## src/rtl/sic_pkg.sv

```systemverilog
package sic_pkg;

  // Widest register any instance may use; modules slice down to their width.
  localparam int SIC_MAXW = 64;

  // Word indices (byte offset >> 2). The numbering is software-visible.
  localparam int SIC_W_MASKED    = 0;
  localparam int SIC_W_RAW       = 1;
  localparam int SIC_W_EN_SET    = 2;
  localparam int SIC_W_EN_CLR    = 3;
  localparam int SIC_W_SOFT_SET  = 4;
  localparam int SIC_W_SOFT_CLR  = 5;
  localparam int SIC_W_ROUTE_SET = 8;
  localparam int SIC_W_ROUTE_CLR = 9;

  // Contiguous mask with bits lo..hi set.
  function automatic logic [SIC_MAXW-1:0] span_mask(input int lo, input int hi);
    logic [SIC_MAXW-1:0] m;
    m = '0;
    for (int b = 0; b < SIC_MAXW; b++) begin
      if (b >= lo && b <= hi) m[b] = 1'b1;
    end
    return m;
  endfunction

  // Write-one-to-set merge.
  function automatic logic [SIC_MAXW-1:0] w1s(input logic [SIC_MAXW-1:0] cur,
                                              input logic [SIC_MAXW-1:0] val,
                                              input logic [SIC_MAXW-1:0] allow);
    return cur | (val & allow);
  endfunction

  // Write-one-to-clear merge.
  function automatic logic [SIC_MAXW-1:0] w1c(input logic [SIC_MAXW-1:0] cur,
                                              input logic [SIC_MAXW-1:0] val);
    return cur & ~val;
  endfunction

endpackage

```

## src/rtl/sic_sampler.sv

```systemverilog
// Registers the source levels once per clock.
module sic_sampler #(
  parameter int LINES = 32
) (
  input  logic             clk,
  input  logic             rst_n,
  input  logic [LINES-1:0] src_i,
  output logic [LINES-1:0] lvl_o
);

  logic [LINES-1:0] lvl_q;

  always_ff @(posedge clk) begin
    if (!rst_n) lvl_q <= '0;
    else        lvl_q <= src_i;
  end

  assign lvl_o = lvl_q;

  // the level register tracks the previous cycle's inputs
  a_r2_sample_track: assert property (@(posedge clk) disable iff (!rst_n)
    $past(rst_n) |-> lvl_q == $past(src_i));

endmodule

```

## src/rtl/sic_regfile.sv

```systemverilog
// Register decode, enable mask, route-enable vector and read mux.
module sic_regfile
  import sic_pkg::*;
#(
  parameter int LINES    = 32,
  parameter int ADDR_W   = 12,
  parameter int ROUTE_LO = 21,
  parameter int ROUTE_HI = 30
) (
  input  logic              clk,
  input  logic              rst_n,
  input  logic              wr_en,
  input  logic              rd_en,
  input  logic [ADDR_W-1:0] addr,
  input  logic [LINES-1:0]  wdata,
  input  logic [LINES-1:0]  lvl_i,
  output logic [LINES-1:0]  mask_o,
  output logic [LINES-1:0]  route_en_o,
  output logic [LINES-1:0]  rdata_o
);

  localparam logic [SIC_MAXW-1:0] WIN_FULL  = span_mask(ROUTE_LO, ROUTE_HI);
  localparam logic [LINES-1:0]    ROUTE_WIN = WIN_FULL[LINES-1:0];
  localparam logic [SIC_MAXW-1:0] ALL_FULL  = span_mask(0, LINES-1);

  // Word index; the two byte-lane bits fall away in the shift.
  logic [ADDR_W-1:0] word_sel;
  assign word_sel = addr >> 2;

  // Named decode events.
  logic hit_en_set, hit_en_clr, hit_soft_set, hit_soft_clr;
  logic hit_route_set, hit_route_clr, wr_unmapped, wdata_nz;

  assign wdata_nz      = |wdata;
  assign hit_en_set    = wr_en && (word_sel == ADDR_W'(SIC_W_EN_SET));
  assign hit_en_clr    = wr_en && (word_sel == ADDR_W'(SIC_W_EN_CLR));
  assign hit_soft_set  = wr_en && (word_sel == ADDR_W'(SIC_W_SOFT_SET));
  assign hit_soft_clr  = wr_en && (word_sel == ADDR_W'(SIC_W_SOFT_CLR));
  assign hit_route_set = wr_en && (word_sel == ADDR_W'(SIC_W_ROUTE_SET));
  assign hit_route_clr = wr_en && (word_sel == ADDR_W'(SIC_W_ROUTE_CLR));
  assign wr_unmapped   = wr_en && !(hit_en_set || hit_en_clr || hit_soft_set ||
                                    hit_soft_clr || hit_route_set || hit_route_clr);

  logic [LINES-1:0] mask_q, mask_n;
  logic [LINES-1:0] route_q, route_n;
  logic [LINES-1:0] rd_val;
  logic [LINES-1:0] rdata_q;

  // Widened copies for the package helpers.
  logic [SIC_MAXW-1:0] mask_w, route_w, wdata_w;
  logic [SIC_MAXW-1:0] mask_set_w, mask_clr_w, route_set_w, route_clr_w;

  assign mask_w      = SIC_MAXW'(mask_q);
  assign route_w     = SIC_MAXW'(route_q);
  assign wdata_w     = SIC_MAXW'(wdata);
  assign mask_set_w  = w1s(mask_w, wdata_w, ALL_FULL);
  assign mask_clr_w  = w1c(mask_w, wdata_w);
  assign route_set_w = w1s(route_w, wdata_w, WIN_FULL);
  assign route_clr_w = w1c(route_w, wdata_w);

  always_comb begin
    mask_n = mask_q;
    if (hit_en_set)                 mask_n = mask_set_w[LINES-1:0];
    else if (hit_en_clr)            mask_n = mask_clr_w[LINES-1:0];
    else if (hit_soft_set && wdata_nz) mask_n[0] = 1'b1;
    else if (hit_soft_clr && wdata_nz) mask_n[0] = 1'b0;
  end

  always_comb begin
    route_n = route_q;
    if (hit_route_set)      route_n = route_set_w[LINES-1:0];
    else if (hit_route_clr) route_n = route_clr_w[LINES-1:0];
  end

  // Read mux: state before any same-cycle write.
  always_comb begin
    rd_val = '0;
    if (word_sel == ADDR_W'(SIC_W_MASKED))         rd_val = lvl_i & mask_q;
    else if (word_sel == ADDR_W'(SIC_W_RAW))       rd_val = lvl_i;
    else if (word_sel == ADDR_W'(SIC_W_EN_SET))    rd_val = mask_q;
    else if (word_sel == ADDR_W'(SIC_W_SOFT_SET))  rd_val[0] = lvl_i[0];
    else if (word_sel == ADDR_W'(SIC_W_ROUTE_SET)) rd_val = route_q;
  end

  always_ff @(posedge clk) begin
    if (!rst_n) begin
      mask_q  <= '0;
      route_q <= '0;
      rdata_q <= '0;
    end else begin
      mask_q  <= mask_n;
      route_q <= route_n;
      rdata_q <= rd_en ? rd_val : '0;
    end
  end

  assign mask_o     = mask_q;
  assign route_en_o = route_q;
  assign rdata_o    = rdata_q;

  // bits written through the set word are all present afterwards
  a_r3_set_lands: assert property (@(posedge clk) disable iff (!rst_n)
    hit_en_set |=> (mask_q & $past(wdata)) == $past(wdata));

  // bits written through the clear word are all gone afterwards
  a_r3_clr_lands: assert property (@(posedge clk) disable iff (!rst_n)
    hit_en_clr |=> (mask_q & $past(wdata)) == '0);

  // nonzero soft clear drops bit 0 and leaves the rest
  a_r5_soft_clr: assert property (@(posedge clk) disable iff (!rst_n)
    (hit_soft_clr && wdata_nz) |=>
      (!mask_q[0] && mask_q[LINES-1:1] == $past(mask_q[LINES-1:1])));

  // zero write to a soft word changes nothing
  a_r5_soft_zero: assert property (@(posedge clk) disable iff (!rst_n)
    ((hit_soft_set || hit_soft_clr) && !wdata_nz) |=> $stable(mask_q));

  // route bits outside the window never appear
  a_r6_route_window: assert property (@(posedge clk) disable iff (!rst_n)
    (route_q & ~ROUTE_WIN) == '0);

  // writes to unmapped words leave all state unchanged
  a_r9_unmapped_wr: assert property (@(posedge clk) disable iff (!rst_n)
    wr_unmapped |=> ($stable(mask_q) && $stable(route_q)));

  // an idle cycle leaves zero on the read bus
  a_r10_idle_zero: assert property (@(posedge clk) disable iff (!rst_n)
    !rd_en |=> rdata_q == '0);

endmodule

```

## src/rtl/sic_router.sv

```systemverilog
// Builds the outgoing lines: routed window, aggregate line, low elsewhere.
module sic_router #(
  parameter int LINES    = 32,
  parameter int ROUTE_LO = 21,
  parameter int ROUTE_HI = 30,
  parameter int AGG_LINE = 31
) (
  input  logic             clk,
  input  logic             rst_n,
  input  logic [LINES-1:0] lvl_i,
  input  logic [LINES-1:0] mask_i,
  input  logic [LINES-1:0] route_en_i,
  output logic [LINES-1:0] line_o
);

  logic any_pending;
  assign any_pending = |(lvl_i & mask_i);

  for (genvar i = 0; i < LINES; i++) begin : g_line
    if (i == AGG_LINE) begin : g_agg
      assign line_o[i] = any_pending;
    end else if (i >= ROUTE_LO && i <= ROUTE_HI) begin : g_route
      logic held_q;
      // Track the routed level; frozen once routing is switched off.
      always_ff @(posedge clk) begin
        if (!rst_n)             held_q <= 1'b0;
        else if (route_en_i[i]) held_q <= lvl_i[i];
      end
      assign line_o[i] = route_en_i[i] ? lvl_i[i] : held_q;

      // an unrouted line keeps its value from cycle to cycle
      a_r8_hold: assert property (@(posedge clk) disable iff (!rst_n)
        (!route_en_i[i] && $past(!route_en_i[i])) |-> $stable(line_o[i]));
    end else begin : g_idle
      assign line_o[i] = 1'b0;
    end
  end

endmodule

```

## src/rtl/sic_aggregator.sv

```systemverilog
module sic_aggregator #(
  parameter int LINES    = 32,
  parameter int ADDR_W   = 12,
  parameter int ROUTE_LO = 21,
  parameter int ROUTE_HI = 30,
  parameter int AGG_LINE = 31
) (
  input  logic              clk,
  input  logic              rst_n,
  input  logic [LINES-1:0]  irq_in,
  input  logic              wr_en,
  input  logic              rd_en,
  input  logic [ADDR_W-1:0] addr,
  input  logic [LINES-1:0]  wdata,
  output logic [LINES-1:0]  rdata,
  output logic [LINES-1:0]  parent_irq
);

  logic [LINES-1:0] lvl;
  logic [LINES-1:0] mask;
  logic [LINES-1:0] route_en;

  sic_sampler #(.LINES(LINES)) u_sampler (
    .clk   (clk),
    .rst_n (rst_n),
    .src_i (irq_in),
    .lvl_o (lvl)
  );

  sic_regfile #(
    .LINES    (LINES),
    .ADDR_W   (ADDR_W),
    .ROUTE_LO (ROUTE_LO),
    .ROUTE_HI (ROUTE_HI)
  ) u_regs (
    .clk        (clk),
    .rst_n      (rst_n),
    .wr_en      (wr_en),
    .rd_en      (rd_en),
    .addr       (addr),
    .wdata      (wdata),
    .lvl_i      (lvl),
    .mask_o     (mask),
    .route_en_o (route_en),
    .rdata_o    (rdata)
  );

  sic_router #(
    .LINES    (LINES),
    .ROUTE_LO (ROUTE_LO),
    .ROUTE_HI (ROUTE_HI),
    .AGG_LINE (AGG_LINE)
  ) u_route (
    .clk        (clk),
    .rst_n      (rst_n),
    .lvl_i      (lvl),
    .mask_i     (mask),
    .route_en_i (route_en),
    .line_o     (parent_irq)
  );

  logic rd_raw;
  assign rd_raw = rd_en && ((addr >> 2) == ADDR_W'(1));

  // raw readback returns the sampled levels seen at the strobe
  a_r2_raw_readback: assert property (@(posedge clk) disable iff (!rst_n)
    rd_raw |=> rdata == $past(lvl));

  // aggregate line low whenever nothing is both pending and enabled
  a_r7_agg_quiet: assert property (@(posedge clk) disable iff (!rst_n)
    ((lvl & mask) == '0) |-> !parent_irq[AGG_LINE]);

endmodule

```

## config.mk

```make
export PLATFORM = sky130hd
export DESIGN_NAME = sic_aggregator
export DESIGN_NICKNAME = d
export VERILOG_FILES = /design/src/rtl/sic_pkg.sv /design/src/rtl/sic_sampler.sv /design/src/rtl/sic_regfile.sv /design/src/rtl/sic_router.sv /design/src/rtl/sic_aggregator.sv
export SDC_FILE = /design/constraint.sdc
export NUM_CORES = 1
export LEC_CHECK = 0
export BUFFER_PORTS_ARGS = -buffer_cell sky130_fd_sc_hd__buf_2
export CAP_MARGIN = 25
export CELL_PAD_IN_SITES_DETAIL_PLACEMENT = 0
export CELL_PAD_IN_SITES_GLOBAL_PLACEMENT = 1
export CORE_MARGIN = 3
export CORE_UTILIZATION = 40
export DETAILED_ROUTE_END_ITERATION = 10
export PLACE_DENSITY_LB_ADDON = 0.08
export SLEW_MARGIN = 20
export SYNTH_ARGS = -nofsm -noshare
export SYNTH_HDL_FRONTEND = slang
export SYNTH_HIERARCHICAL = 1
export SYNTH_SLANG_ARGS = --single-unit
```

## constraint.sdc

```tcl
create_clock -name clk -period 2.2 [get_ports clk]
set_input_delay 0.22 -clock clk [delete_from_list [all_inputs] [get_ports clk]]
set_output_delay 0.22 -clock clk [all_outputs]
set_load 0.02 [all_outputs]
```

After elaboration in Yosys (flattened, before gate mapping)
Cells that the tools add are included.

cells by class
  eq/ne operators = 7
  multiplexer cells = 23
  reduce and logical (&&, ||, !) cells = 15
  bitwise logic cells = 6

operator list
  kind                 number
  $mux 32              7
  $and 32x32->32       3
  $reduce_or 32->1     2
  $mux 31              2
  $not 32->32          1
  $or 32x31->32        1
  $or 32x32->32        1
  $eq 10x2->1 const B  2
  $eq 10x3->1 const B  2
  $eq 10x4->1 const B  2
  $mux 1               14
  $logic_not 12->1     1
  $eq 10x1->1 const B  1
  $logic_and 1x1->1    8
  $reduce_bool 2->1    2
  $reduce_bool 4->1    1
  $reduce_and 2->1     1

storage, ports and cells
  flip-flop bits (word level) = 138
  word-level logic and storage cells = 66
  output and inout port bits = 64
  input bits = 80

Longest topological paths before layout
  word-level depth = 7
  depth in mapped cells = 7
  depth with buffers taken out = 4

Modules after synthesis
Netlist, hierarchy kept.

by module, submodules not included
  module       seq. area each (um^2)  area each (um^2)  cells an instance  times used
  sic_regfile  1921.8                 4236.6            465                1
  sic_sampler  640.6                  895.9             67                 1
  sic_router   200.2                  706.9             74                 1

Least setup slack after synthesis
OpenSTA, ideal clock, no wires.

  kind = input-to-reg
  start point = input addr[11]
  end point = register u_regs.rdata_q[18], in the netlist u_regs/rdata_o[18]
  arrival = 1431 ps
  setup time = 82 ps
  path buffers = 2
  data required time = 2118 ps
  stages = 6
  setup slack = 687 ps
  cells stage by stage = nor4_4 nand4_1 or3b_1 buf_2 buf_6 a211oi_4

on the way
  longest elaborated chain between the ends = 6
  elaborated cells between the ends (all ways) = 10
  classes of those cells = eq/ne: 4; mux: 5; reduce/logical: 1

RTL lines
  what                  RTL line              source
  from (decl)           sic_aggregator.sv:13  input logic [ADDR_W-1:0] addr,
  $eq 10x4->1           sic_regfile.sv:82     else if (word_sel == ADDR_W'(SIC_W_ROUTE_SET)) rd_val = route_q;
  $mux 32               sic_regfile.sv:82
  $mux 31               sic_regfile.sv:81     else if (word_sel == ADDR_W'(SIC_W_SOFT_SET)) rd_val[0] = lvl_i[0];
  $mux 32               sic_regfile.sv:80     else if (word_sel == ADDR_W'(SIC_W_EN_SET)) rd_val = mask_q;
  $mux 32               sic_regfile.sv:79     else if (word_sel == ADDR_W'(SIC_W_RAW)) rd_val = lvl_i;
  $mux 32 (*)           sic_regfile.sv:78     if (word_sel == ADDR_W'(SIC_W_MASKED)) rd_val = lvl_i & mask_q;
  to (signal assigned)  sic_regfile.sv:93     rdata_q <= rd_en ? rd_val : '0;
  to (decl)             sic_regfile.sv:47     logic [LINES-1:0] rdata_q;

Every way passes the cells marked *; elsewhere a longest branch is shown, timed or not.
A chain may end at the register's enable or synchronous reset.

==> key figures <==
Placed design
  • Post-DP Area: around 6500 um^2
  • GPL Wtd Cong: roughly 0.83
  • Pre-CTS WS: between 0.2 and 0.25 ns
  • Number of port buffers: 120
  • Post-detail-place hpwl: about 12,000 um

STA
  • Final Hold Viols: 0
  • Slew HR: 0.609
  • Final worst path period share: 0.961
  • RSZ-0062 raised after global routing: false
  • Final Critical Period: approximately 2.1 ns
  • Worst slew pin tran: between 0.5 and 0.6 ns
  • Worst Clk Skew: approximately 0.012 ns
  • Max-slew violations: 0
  • Final setup violation count: 0
  • Setup ws final: between 0.08 and 0.09 ns
  • Fin Setup TNS: 0 ns
  • Fmax: ~470 MHz

Clock tree
  • CTS Root Cell: clkbuf_16
  • Setup Fix Bufs, Post-CTS: 0
  • CTS clk-pin slew, worst paths: 0.06 ns
  • Max Root-Sink Buffers: 2
  • Number of H-tree levels: 4
  • CTS tree: done
  • Clk_lat worst skew: 0.43 ns
  • CTS Buf Count: 17
  • Clk sinks: 138

Cells and area
  • Filler cells: roughly 1,400
  • Final Cell Area: 7120 um^2
  • Share of cells above drive strength 1: 0.346
  • # nets final: between 700 and 800
  • Post-layout util: 0.505
  • Area grow syn2layout: 22.0%
  • Antenna cells: 0

Critical path
  • Buffers & Inverters on Critical Path: 1
  • Crit path cell chain: a22oi_2 -> nand4_1 -> or4_4 -> buf_2
  • CP Launch Type: flip-flop
  • Critical path required time: between 1.5 and 2 ns
  • Crit. path cell count: 4
  • Crit-path max cell delay: 0.57 ns
  • R2R cell count: 4
  • Worst-path maximum fanout: 4
  • Crit path max-delay family: simple AND/OR/NAND/NOR gates
  • Critical path arrival: ~1.9 ns
  • CP Capture Type: primary output
  • Crit Path Category: flip-flop to primary output
  • Crit-path slowest cell: or4_4

Logic synthesis
  • Post-synth top flop: dfxtp_1
  • Cell variety after synth: 38
  • Synth Area per Inst: 9.64 um^2
  • #FFs+latches synth: about 140
  • Register area share after synthesis: 0.473
  • Synth Warn #: 6
  • Mapped Cells: between 600 and 700
  • Post-Syn Area: 5840 um^2
  • Number of flops mapped to enable cells by yosys: 0
  • FFs w/ async S/R, synth: 0

GRT
  • Global route overflow: 0
  • Largest net degree at the start of global routing: 78
  • GRT Overall Usage: 0.228
  • Vias in the first global route: a little under 5,000
  • First-pass GRT wire length: 27,900 um
  • Antenna violations before repair: 0

Floorplan
  • Core ar.: 14,100 um^2
  • I/O pins: roughly 140
  • # rows: 43
  • Chip Height: 127 um
  • Initial core utilization: 0.414
  • Die area: roughly 16,000 um^2
  • Die Wd: roughly 130 um

Drt
  • DRC violations left: 0
  • First-pass DRT Iterations: 5
  • Vias: 5,032
  • Via-per-instance ratio: between 5 and 6
  • DRT iter0 DRCs: about 380
  • Routed wire length per instance: around 20 um
  • Antenna-violating nets left: 0
  • WL final: 18,000 um

Pwr
  • VDD IR max: around 0.57 mV
  • Power density over the cells: ~800 nW/um^2
  • Pleak: ~2.7 nW

Job
  • Max cap viols: 0

Status
  • Status: complete, no violations

Min path
  • Min-delay worst type: primary input to flip-flop
  • Hold depth: 2
-- what timing repair did --
action | in CTS | in global routing
hold endpoints to repair | 3 | 0
gates resized for setup | 1 | 1
hold buffers | 3 | 0
endpoints found under the setup margin | 1 | 1
pin swaps | 0 | 0
-- worst paths after layout --
path	start	end	slack, ns
setup / recovery	flip-flop	parent_irq[31]	0.09
hold reg to reg	u_regs/route_en_o[31]	u_regs/route_en_o[31]	0.43
setup reg to reg	u_sampler/lvl_o[0]	u_regs/rdata_o[0]	1.07
hold / removal	irq_in[29]	u_sampler/lvl_o[29]	0.01
-- final cells by class --
type                            count  area (um^2)  area share
Inverter                            2         7.51     0.00105
Tap cell                          180          225      0.0316
Clock buffer                       21          470      0.0660
Multi-Input combinational cell    412         2730       0.384
Timing Repair Buffer              144          826       0.116
Sequential cell                   138         2760       0.388
Clock inverter                      9         97.6      0.0137
-- per-stage QoR --
stage / total power [mW] / hold slack (ns) / cells
after floorplan: 2.81 / 0.307 / 626
after global placement: 2.97 / 0.418 / 873
after detailed placement: 2.98 / 0.422 / 873
after global routing: 5.87 / 0.00493 / 906
final: 5.69 / 0.0113 / 906
after CTS: 5.73 / 0.000284 / 906
-- power by group --
group          total, mW  internal (mW)  switching, mW  leakage, nW
sequential          2.56           2.53         0.0307         1.12
combinational      0.366          0.120          0.246         1.31
clock               2.76           1.73           1.03        0.284
-- cells in the mapped netlist (all sizes together), types with 2 or more instances --
cell type / count / share of area
and3: 2 / 0.0021
a22oi: 16 / 0.022
nand2: 54 / 0.035
nand4: 7 / 0.0075
nand2b: 3 / 0.0032
clkinv: 2 / 0.0013
nor4: 11 / 0.015
o21ai: 33 / 0.028
dfxtp: 138 / 0.47
nor2: 34 / 0.022
a31oi: 10 / 0.011
a311oi: 41 / 0.061
mux2: 10 / 0.019
a21oi: 54 / 0.046
buf: 45 / 0.054
clkbuf: 29 / 0.019
a211oi: 63 / 0.11
and2: 44 / 0.054
-- cell families (layout without fill, tap and decap cells) --
kind of cell,after synthesis,count (layout),share of synthesized area
AO/OA/AOI/OAI,220,220,0.284
multiplexers,11,11,0.0210
buffers and inverters,76,176,0.0748
other,1,21,0.000642
flip-flops,138,138,0.473
AND/OR/NAND/NOR,160,160,0.146
-- metal layers --
metal / GRT usage / up-vias / wire [um]
met5: 0 / - / 0
met4: 0.0927 / 0 / 392
met3: 0.0611 / 24 / 1100
met2: 0.350 / 183 / 8240
met1: 0.304 / 2399 / 8230
li1: - / 2426 / -
-- cell usage in the layout (no fill, tap or decap), drive strengths merged, types with 16 or more instances in the layout --
master	count
buf	141
a22oi	16
a211oi	63
conb	21
a311oi	41
and2	44
clkbuf	21
o21ai	33
a21oi	54
dfxtp	138
nor2	34
nand2	54
Note: power is estimated with default switching activity, not from simulation.
